## src/rtl/mdu_pkg.sv

```systemverilog
package mdu_pkg;

  typedef enum logic [1:0] {
    OP_MULS = 2'd0,
    OP_MULU = 2'd1,
    OP_DIVS = 2'd2,
    OP_DIVU = 2'd3
  } mdu_op_e;

  // strobes from control to datapath
  typedef struct packed {
    logic    load;
    logic    step;
    logic    finish;
    logic    wrHi;
    logic    wrLo;
    mdu_op_e op;
  } mdu_strobe_t;

endpackage

```

## src/rtl/mdu_ctrl.sv

```systemverilog
module mdu_ctrl
  import mdu_pkg::*;
#(
  parameter int DATA_W = 32
) (
  input  logic        clk,
  input  logic        rstN,
  input  logic        startValid,
  input  logic [1:0]  startOp,
  input  logic        rdReq,
  input  logic        wrEn,
  input  logic        wrSelHi,
  output logic        busy,
  output logic        stall,
  output mdu_strobe_t strb
);
  localparam int CNT_W = (DATA_W > 1) ? $clog2(DATA_W) : 1;
  localparam logic [CNT_W-1:0] LAST = CNT_W'(DATA_W - 1);

  logic             running;
  logic [CNT_W-1:0] count;

  always_ff @(posedge clk) begin
    if (!rstN) begin
      running <= 1'b0;
      count   <= '0;
    end else if (!running && startValid) begin
      running <= 1'b1;
      count   <= '0;
    end else if (running) begin
      if (count == LAST) running <= 1'b0;
      count <= count + 1'b1;
    end
  end

  assign busy  = running;
  assign stall = running & (rdReq | wrEn);

  always_comb begin
    strb.load   = !running && startValid;
    strb.step   = running;
    strb.finish = running && (count == LAST);
    strb.wrHi   = !running && wrEn && wrSelHi;
    strb.wrLo   = !running && wrEn && !wrSelHi;
    strb.op     = mdu_op_e'(startOp);
  end

endmodule

```

## src/rtl/mdu_dpath.sv

```systemverilog
module mdu_dpath
  import mdu_pkg::*;
#(
  parameter int DATA_W = 32
) (
  input  logic              clk,
  input  logic              rstN,
  input  mdu_strobe_t       strb,
  input  logic [DATA_W-1:0] opA,
  input  logic [DATA_W-1:0] opB,
  input  logic [DATA_W-1:0] wrData,
  input  logic              rdSelHi,
  output logic [DATA_W-1:0] rdData
);
  localparam int PROD_W = 2 * DATA_W;

  logic [DATA_W:0]   accHi;
  logic [DATA_W-1:0] accLo;
  logic [DATA_W-1:0] opnd;
  logic              isDiv;
  logic              negLo;
  logic              negHi;
  logic [DATA_W-1:0] hiReg;
  logic [DATA_W-1:0] loReg;

  // operand preparation
  logic              signedOp, aNeg, bNeg;
  logic [DATA_W-1:0] magA, magB;

  always_comb begin
    signedOp = (strb.op == OP_MULS) || (strb.op == OP_DIVS);
    aNeg     = signedOp && opA[DATA_W-1];
    bNeg     = signedOp && opB[DATA_W-1];
    magA     = aNeg ? (~opA + 1'b1) : opA;
    magB     = bNeg ? (~opB + 1'b1) : opB;
  end

  // one iteration of shift-add multiply or restoring divide
  logic [DATA_W:0]   mulSum;
  logic [DATA_W:0]   divShift;
  logic [DATA_W:0]   divTrial;
  logic              divFits;
  logic [DATA_W:0]   nextHi;
  logic [DATA_W-1:0] nextLo;

  always_comb begin
    mulSum   = {1'b0, accHi[DATA_W-1:0]} + (accLo[0] ? {1'b0, opnd} : '0);
    divShift = {accHi[DATA_W-1:0], accLo[DATA_W-1]};
    divTrial = divShift - {1'b0, opnd};
    divFits  = !divTrial[DATA_W];
    if (isDiv) begin
      nextHi = divFits ? divTrial : divShift;
      nextLo = {accLo[DATA_W-2:0], divFits};
    end else begin
      nextHi = {1'b0, mulSum[DATA_W:1]};
      nextLo = {mulSum[0], accLo[DATA_W-1:1]};
    end
  end

  // sign correction applied on the final iteration
  logic [PROD_W-1:0] rawProd, fixProd;
  logic [DATA_W-1:0] fixQuo, fixRem, finHi, finLo;

  always_comb begin
    rawProd = {nextHi[DATA_W-1:0], nextLo};
    fixProd = negLo ? (~rawProd + 1'b1) : rawProd;
    fixQuo  = negLo ? (~nextLo + 1'b1) : nextLo;
    fixRem  = negHi ? (~nextHi[DATA_W-1:0] + 1'b1) : nextHi[DATA_W-1:0];
    finHi   = isDiv ? fixRem : fixProd[PROD_W-1:DATA_W];
    finLo   = isDiv ? fixQuo : fixProd[DATA_W-1:0];
  end

  always_ff @(posedge clk) begin
    if (!rstN) begin
      accHi <= '0;
      accLo <= '0;
      opnd  <= '0;
      isDiv <= 1'b0;
      negLo <= 1'b0;
      negHi <= 1'b0;
    end else if (strb.load) begin
      isDiv <= strb.op[1];
      accHi <= '0;
      negLo <= aNeg ^ bNeg;
      negHi <= strb.op[1] && aNeg;
      if (strb.op[1]) begin
        accLo <= magA;
        opnd  <= magB;
      end else begin
        accLo <= magB;
        opnd  <= magA;
      end
    end else if (strb.step) begin
      accHi <= nextHi;
      accLo <= nextLo;
    end
  end

  always_ff @(posedge clk) begin
    if (!rstN) begin
      hiReg <= '0;
      loReg <= '0;
    end else if (strb.finish) begin
      hiReg <= finHi;
      loReg <= finLo;
    end else begin
      if (strb.wrHi) hiReg <= wrData;
      if (strb.wrLo) loReg <= wrData;
    end
  end

  assign rdData = rdSelHi ? hiReg : loReg;

endmodule

```

## src/rtl/mdu_top.sv

```systemverilog
module mdu_top
  import mdu_pkg::*;
#(
  parameter int DATA_W = 32
) (
  input  logic              clk,
  input  logic              rstN,
  input  logic              startValid,
  input  logic [1:0]        startOp,
  input  logic [DATA_W-1:0] opA,
  input  logic [DATA_W-1:0] opB,
  output logic              busy,
  input  logic              rdReq,
  input  logic              rdSelHi,
  output logic [DATA_W-1:0] rdData,
  output logic              stall,
  input  logic              wrEn,
  input  logic              wrSelHi,
  input  logic [DATA_W-1:0] wrData
);
  mdu_strobe_t strb;

  mdu_ctrl #(.DATA_W(DATA_W)) u_ctrl (
    .clk(clk), .rstN(rstN), .startValid(startValid), .startOp(startOp),
    .rdReq(rdReq), .wrEn(wrEn), .wrSelHi(wrSelHi),
    .busy(busy), .stall(stall), .strb(strb)
  );

  mdu_dpath #(.DATA_W(DATA_W)) u_dpath (
    .clk(clk), .rstN(rstN), .strb(strb), .opA(opA), .opB(opB),
    .wrData(wrData), .rdSelHi(rdSelHi), .rdData(rdData)
  );

endmodule

```

## config.mk

```make
export PLATFORM = sky130hd
export DESIGN_NAME = mdu_top
export DESIGN_NICKNAME = d
export VERILOG_FILES = /design/src/rtl/mdu_pkg.sv /design/src/rtl/mdu_ctrl.sv /design/src/rtl/mdu_dpath.sv /design/src/rtl/mdu_top.sv
export SDC_FILE = /design/constraint.sdc
export NUM_CORES = 1
export LEC_CHECK = 0
export ABC_AREA = 1
export ABC_CLOCK_PERIOD_IN_PS = 4500
export CAP_MARGIN = 10
export CELL_PAD_IN_SITES_DETAIL_PLACEMENT = 1
export CELL_PAD_IN_SITES_GLOBAL_PLACEMENT = 1
export CORE_MARGIN = 2
export CORE_UTILIZATION = 38
export DETAILED_ROUTE_END_ITERATION = 10
export GPL_ROUTABILITY_DRIVEN = 0
export GPL_TIMING_DRIVEN = 0
export PLACE_DENSITY = 0.8
export SLEW_MARGIN = 5
export SYNTH_ARGS = -nofsm -noshare
export SYNTH_HDL_FRONTEND = slang
export SYNTH_SLANG_ARGS = --single-unit
```

## constraint.sdc

```tcl
create_clock -name clk -period 4.5 [get_ports clk]
set_clock_uncertainty 0.2 [all_clocks]
set_input_delay 0.675 -clock clk [delete_from_list [all_inputs] [get_ports clk]]
set_output_delay 0.675 -clock clk [all_outputs]
set_load 0.05 [all_outputs]
```

# Word level (Yosys, flattened, before mapping)
# Cells that the tools add are included.
dict set report totals {
  regBits 169
  latch_bits 0
  mem_bits_rw 0
  mem_bits_ro 0
  in_bits 105
  wordCells 69
  n_memories 0
}
dict set report op_classes {
  add_sub_neg 8
  mul 0
  div_mod_pow 0
  order_cmp 0
  eq_ne 2
  shift 0
  muxes 23
  bitwise_logic 9
  n_reduce_logical 17
}
# operator count
set ops {}
lappend ops {{$mux W32} 19}
lappend ops {{$add A32 B1 Y32 const B} 4}
lappend ops {{$not A32 Y32} 4}
lappend ops {{$add A64 B1 Y64 const B} 1}
lappend ops {{$mux W64} 1}
lappend ops {{$not A64 Y64} 1}
lappend ops {{$add A32 B32 Y33} 1}
lappend ops {{$sub A33 B32 Y33} 1}
lappend ops {{$logic_and A1 B1 Y1} 8}
lappend ops {{$reduce_bool A2 Y1} 3}
lappend ops {{$add A5 B1 Y5 const B} 1}
lappend ops {{$eq A5 B5 Y1 const B} 1}
lappend ops {{$logic_not A1 Y1} 3}
lappend ops {{$mux W1} 3}
lappend ops {{$eq A2 B2 Y1 const B} 1}
lappend ops {{$logic_not A2 Y1} 1}
lappend ops {{$reduce_or A2 Y1} 1}
lappend ops {{$and A1 B1 Y1} 1}
lappend ops {{$logic_or A1 B1 Y1} 1}
lappend ops {{$not A1 Y1} 1}
lappend ops {{$or A1 B1 Y1} 1}
lappend ops {{$xor A1 B1 Y1} 1}

# Logic depth before layout (Yosys ltp)
dict set report logic_depth {
  word_depth 8
  ltp_mapped 35
}

# Hierarchy
# From an unflattened synthesis, not the netlist that was laid out.
dict set report hier_totals {
  hier_cells 3122
  hier_area_um2 17764.5
}
# module n_inst cells_each area_per_inst_um2 seq_area_each_um2
set modules_own_cells {}
lappend modules_own_cells {mdu_dpath 1 3075 17414.2 3263.1}
lappend modules_own_cells {mdu_ctrl 1 47 350.3 120.1}

# Worst setup path after synthesis
# OpenSTA, ideal clock, no wires.
dict set report synth_path {
  kind {reg2reg}
  start {register u_dpath.accLo[31]}
  end {register u_dpath.hiReg[16]}
  arrival_ps 3884
  required_ps 4168
  slack_ps 284
  path_stages_with_launch 35
  path_buffers 1
  period_less_slack_ps 4216
  cell_sequence {dfxtp_1 -> inv_1 -> ha_1 -> inv_1 -> fa_1 -> nand3_1 -> nand3_2 -> nand2_1 -> nand2_2 -> nand2_2 -> nand2_2 -> nand2_2 -> nand3_2 -> nand2_4 -> buf_6 -> nand2_1 -> nand2_2 -> ha_1 -> inv_1 -> nor3_1 -> nand2_1 -> nor2_2 -> nand2_1 -> nor2_1 -> nand2_1 -> o21ai_2 -> o211ai_1 -> nor2_1 -> inv_1 -> a21oi_2 -> o21ai_0 -> nand2_1 -> nand2_1 -> nand3_1 -> a21oi_1}
}
dict set report synth_between {
  elab_chain_len 8
  elab_cells_between_ends 13
  cone_classes {add/sub (3); mux (7); bitwise (2); reduce/logical (1)}
}
# element line
set synth_lines {}
lappend synth_lines {{start: declaration} mdu_dpath.sv:18} ;# logic [DATA_W-1:0] accLo;
lappend synth_lines {{start signal: assignment} mdu_dpath.sv:87} ;# accLo <= magA;
lappend synth_lines {{start signal: assignment} mdu_dpath.sv:90} ;# accLo <= magB;
lappend synth_lines {{start signal: assignment} mdu_dpath.sv:95} ;# accLo <= nextLo;
lappend synth_lines {{$sub A33 B32 Y33} mdu_dpath.sv:49} ;# divTrial = divShift - {1'b0, opnd};
lappend synth_lines {{$mux W32 or $logic_not A1 Y1 (tied branches)} {mdu_dpath.sv:52, mdu_dpath.sv:50}}
lappend synth_lines {{$mux W32} mdu_dpath.sv:51} ;# if (isDiv) begin
lappend synth_lines {{$not A64 Y64 or $not A32 Y32 (tied branches)} {mdu_dpath.sv:66, mdu_dpath.sv:68}}
lappend synth_lines {{$add A64 B1 Y64 or $add A32 B1 Y32 (tied branches)} {mdu_dpath.sv:66, mdu_dpath.sv:68}}
lappend synth_lines {{$mux W64 or $mux W32 (tied branches)} {mdu_dpath.sv:66, mdu_dpath.sv:68}}
lappend synth_lines {{$mux W32 *} mdu_dpath.sv:69} ;# finHi = isDiv ? fixRem : fixProd[PROD_W-1:DATA_W];
lappend synth_lines {{$mux W32 *} mdu_dpath.sv:103} ;# end else if (strb.finish) begin
lappend synth_lines {{end signal: assignment} mdu_dpath.sv:104} ;# hiReg <= finHi;
lappend synth_lines {{end signal: assignment} mdu_dpath.sv:107} ;# if (strb.wrHi) hiReg <= wrData;
lappend synth_lines {{end: declaration} mdu_dpath.sv:23} ;# logic [DATA_W-1:0] hiReg;
# Every way passes the cells marked *; elsewhere a longest branch is shown, timed or not.
# A chain may end at the register's enable or synchronous reset.

# Worst setup path after layout
dict set report layout_path {
  start {register u_dpath.opnd[23]}
  end {register u_dpath.hiReg[11]}
}
dict set report layout_between {
  elab_chain_len 8
  elab_cells_between_ends 13
  cone_classes {add/sub (3); mux (7); bitwise (2); reduce/logical (1)}
}
# element line
set layout_lines {}
lappend layout_lines {{start: declaration} mdu_dpath.sv:19} ;# logic [DATA_W-1:0] opnd;
lappend layout_lines {{start signal: assignment} mdu_dpath.sv:88} ;# opnd <= magB;
lappend layout_lines {{start signal: assignment} mdu_dpath.sv:91} ;# opnd <= magA;
lappend layout_lines {{$sub A33 B32 Y33 *} mdu_dpath.sv:49}
lappend layout_lines {{$mux W32 or $logic_not A1 Y1 (tied branches)} {mdu_dpath.sv:52, mdu_dpath.sv:50}}
lappend layout_lines {{$mux W32} mdu_dpath.sv:51}
lappend layout_lines {{$not A64 Y64 or $not A32 Y32 (tied branches)} {mdu_dpath.sv:66, mdu_dpath.sv:68}}
lappend layout_lines {{$add A64 B1 Y64 or $add A32 B1 Y32 (tied branches)} {mdu_dpath.sv:66, mdu_dpath.sv:68}}
lappend layout_lines {{$mux W64 or $mux W32 (tied branches)} {mdu_dpath.sv:66, mdu_dpath.sv:68}}
lappend layout_lines {{$mux W32 *} mdu_dpath.sv:69}
lappend layout_lines {{$mux W32 *} mdu_dpath.sv:103}
# Marked as above.

==> impl_metrics.toml <==
[status]
status = "complete, no violations"

[cells_and_area]
fin_nets = 3507
syn_to_final_growth_pct = 22.4
antenna_cells = 0
drive_gt1_share_pct = 12.3
mostFrequentLayoutCell = "nand2_1"
final_cell_mix = "nand2_1 (812), inv_1 (485), nor2_1 (254), nand3_1 (244), o21ai_0 (229)"
stdcell_area_um2 = 21800

[clock_network]
cts_buffers = 17
cts_root_buffer = "clkbuf_16"
clock_sinks = 169
htree_levels = 4
clockBufferDepth = 2
cts_tree = "done"
clock_latency_ns = 0.48
hold_buffers = 0
path_clk_slew_ns = 0.07

[yosys]
syn_avg_cell_area_um2 = 5.69
synthTopCellsByArea = "dfxtp_1 (19%), nand2_1 (18%), inv_1 (11%)"
synthArstFlopShare_pct = 0
syn_nets = 3302
yosys_warnings = 0
ys_types = 54
synth_top_area_cell = "dfxtp_1"
synth_cells = 3125
synthFlopType = "dfxtp_1"
synth.top_cell.area_share_pct = 19.0
netlist_area_um2 = 17800
seq_area_frac_synth_pct = 19.0
synth_edf_count = 0
yosys_register_bits = 169

[die]
io_pins = 139
coreArea_um2 = 46400
die_area_um2 = 48500
die_w_um = 220
die_y_um = 220
initial_utilization_pct = 38.3
rows = 79

[power]
p_leak_nw = 10.4
power.switching_mw = 3.01
ir_drop_v = 0.000204
p_per_area_nw_per_um2 = 300
clkPwrFrac_pct = 24.6
combPwrFrac_pct = 49.3
p_seq_share_pct = 26.1
power.internal_mw = 3.52
switching_share_pct = 46.1

[timing]
fmax_ghz = 0.225
final_max_slew_viol_count = 0
worst_pin_slew_ns = 0.941
worst_slack_ns = 0.0600
hold_viol_final = 0
fin_crit_sh_pct = 98.7
fin_crit_ns = 4.44
slew_headroom_pct = 36.6
rsz0062_at_grt = "yes"
setup_violations = 0

[drt]
postRouteAntennaNets = 0
drc = 0
vias = 22800
first_iter_violations = 2178
first_pass_iters = 5
wl_per_cell_um = 22.1
post_drt_via_cell_ratio = 5.77
drt_wl_total_um = 87300

[run]
cap_violations = 0

[critical_path]
crit_required_ns = 4.71
critPathCaptureType = "flip-flop"
worstPathMaxFanout = 8
critical_path_arrival_ns = 4.65
startpoint_type = "flip-flop"
r2r_slack_ns = 0.06
path_class = "reg2reg"

[global_route]
use_met3_pct = 4.26
first_global_vias = 22800
use_met2_pct = 57.5
antenna_found_initial = 2
overflow = 0
grt_max_degree = 17
busiest_layer = "met2"
use_met1_pct = 44.3
grt_pass1_wl_um = 130000
grtUsageTotal_pct = 35.0

[placement]
post-place-ws_ns = -1.22
postPlaceCellArea_um2 = 19900
io_buffers = 136
dp_hpwl_um = 70200

[min_path]
hold_class = "reg2reg"
==> routing by layer <==
layer	share of wire [%]	wire (um)
met1	40	35100
met2	46	40300
met3	7.3	6380
met4	6.3	5500
met5	0	0
==> per-stage QoR <==
| stage | std cells | utilization (%) | total power [mW] | hold WS (ns) | TNS, ns |
|---|---|---|---|---|---|
| 2_1_floorplan | 3125 | - | 3.54 | 0.245 | 0 |
| 3_3_place_gp | 3868 | 42.9 | 4.38 | 0.255 | -16.45 |
| 3_5_place_dp | 3868 | 42.9 | 4.48 | 0.275 | -21.43 |
| 4_1_cts | 3930 | 45.8 | 6.24 | 0.285 | 0 |
| 5_1_grt | 3950 | 46.9 | 6.86 | 0.310 | -1.02 |
| 6_report | 3950 | 46.9 | 6.53 | 0.285 | 0 |
==> cells by family after synthesis <==
kind of cell | Yosys count | synth area share (%)
buffers and inverters | 642 | 14.1
DFF | 169 | 19.0
muxes | 33 | 2.08
adders and majority gates | 72 | 5.15
AOI/OAI and AO/OA | 559 | 17.8
xor gates and xnor gates | 75 | 3.70
and+or+nand+nor | 1575 | 38.2
==> critical path: stages, from the launching register on <==
cell and delay [ns]:
dfxtp_4 0.40, clkinvlp_4 0.12, ha_4 0.26, nand2_2 0.08, nand2_2 0.07, inv_2 0.09
nand2_4 0.07, inv_4 0.06, nand2_4 0.06, a21oi_4 0.28, nand2_4 0.11, nand2_4 0.14
nand2_4 0.09, buf_4 0.14, nand2_1 0.25, nand2_1 0.31, nor2_2 0.22, nand2_1 0.11
nor2_1 0.19, nor2_1 0.11, nor2_1 0.12, nand2_1 0.14, nor2_2 0.24, nor2_1 0.10
nand3_1 0.08, nand3_1 0.15, a21oi_1 0.17
==> power groups by stage <==
stage	sequential, mW	clock (mW)	combinational (mW)
floorplan	1.67	0	1.87
global placement	1.71	0	2.67
detailed placement	1.72	0	2.76
CTS	1.69	1.60	2.96
global route	1.71	1.67	3.48
finish	1.70	1.61	3.22
==> worst paths after layout <==
| kind | start | to | depth (start not counted) |
|---|---|---|---|
| setup / recovery | u_dpath.opnd[23] | u_dpath.hiReg[11] | 26 |
| hold / removal | u_ctrl.count[4] | u_ctrl.count[4] | 2 |
| setup reg to reg | u_dpath.opnd[23] | u_dpath.hiReg[11] | 26 |
| hold reg to reg | u_ctrl.count[4] | u_ctrl.count[4] | 2 |
==> timing repair <==
item | CTS | global route
setup endpoints to repair | 29 | 31
setup buffers | 30 | 22
pin swaps | 19 | 41
gates resized for setup | 102 | 117
==> flip-flops by register name, indices dropped and copies added, names as in the netlist <==
name           count
u_dpath.accHi     32
u_dpath.accLo     32
u_dpath.hiReg     32
u_dpath.loReg     32
u_dpath.opnd      32
u_ctrl.count       5
u_ctrl.busy        1
u_dpath.isDiv      1
u_dpath.negHi      1
u_dpath.negLo      1
==> layout make-up <==
class	instances	area [um^2]
buffer	121	542
clock buffer	20	457
clock inverter	12	153
fill	6394	24600
inverter	519	1960
multi-input combinational	2314	12700
sequential	169	3460
tap	607	759
timing repair buffer	188	1760
==> cell usage after synthesis (all sizes together), types with 5 or more instances <==
cell type,count
nand2,890
inv,518
nor2,286
nand3,260
o21ai,241
a21oi,177
dfxtp,169
clkbuf,86
ha,70
nor3,52
xor2,52
a31oi,47
buf,37
mux2,32
o211ai,32
nand3b,28
nand4,23
xnor2,23
o22ai,18
or2,17
nor4,14
o221ai,13
o21bai,8
o21a,5
o31ai,5
Power figures use the tool's default switching activity.
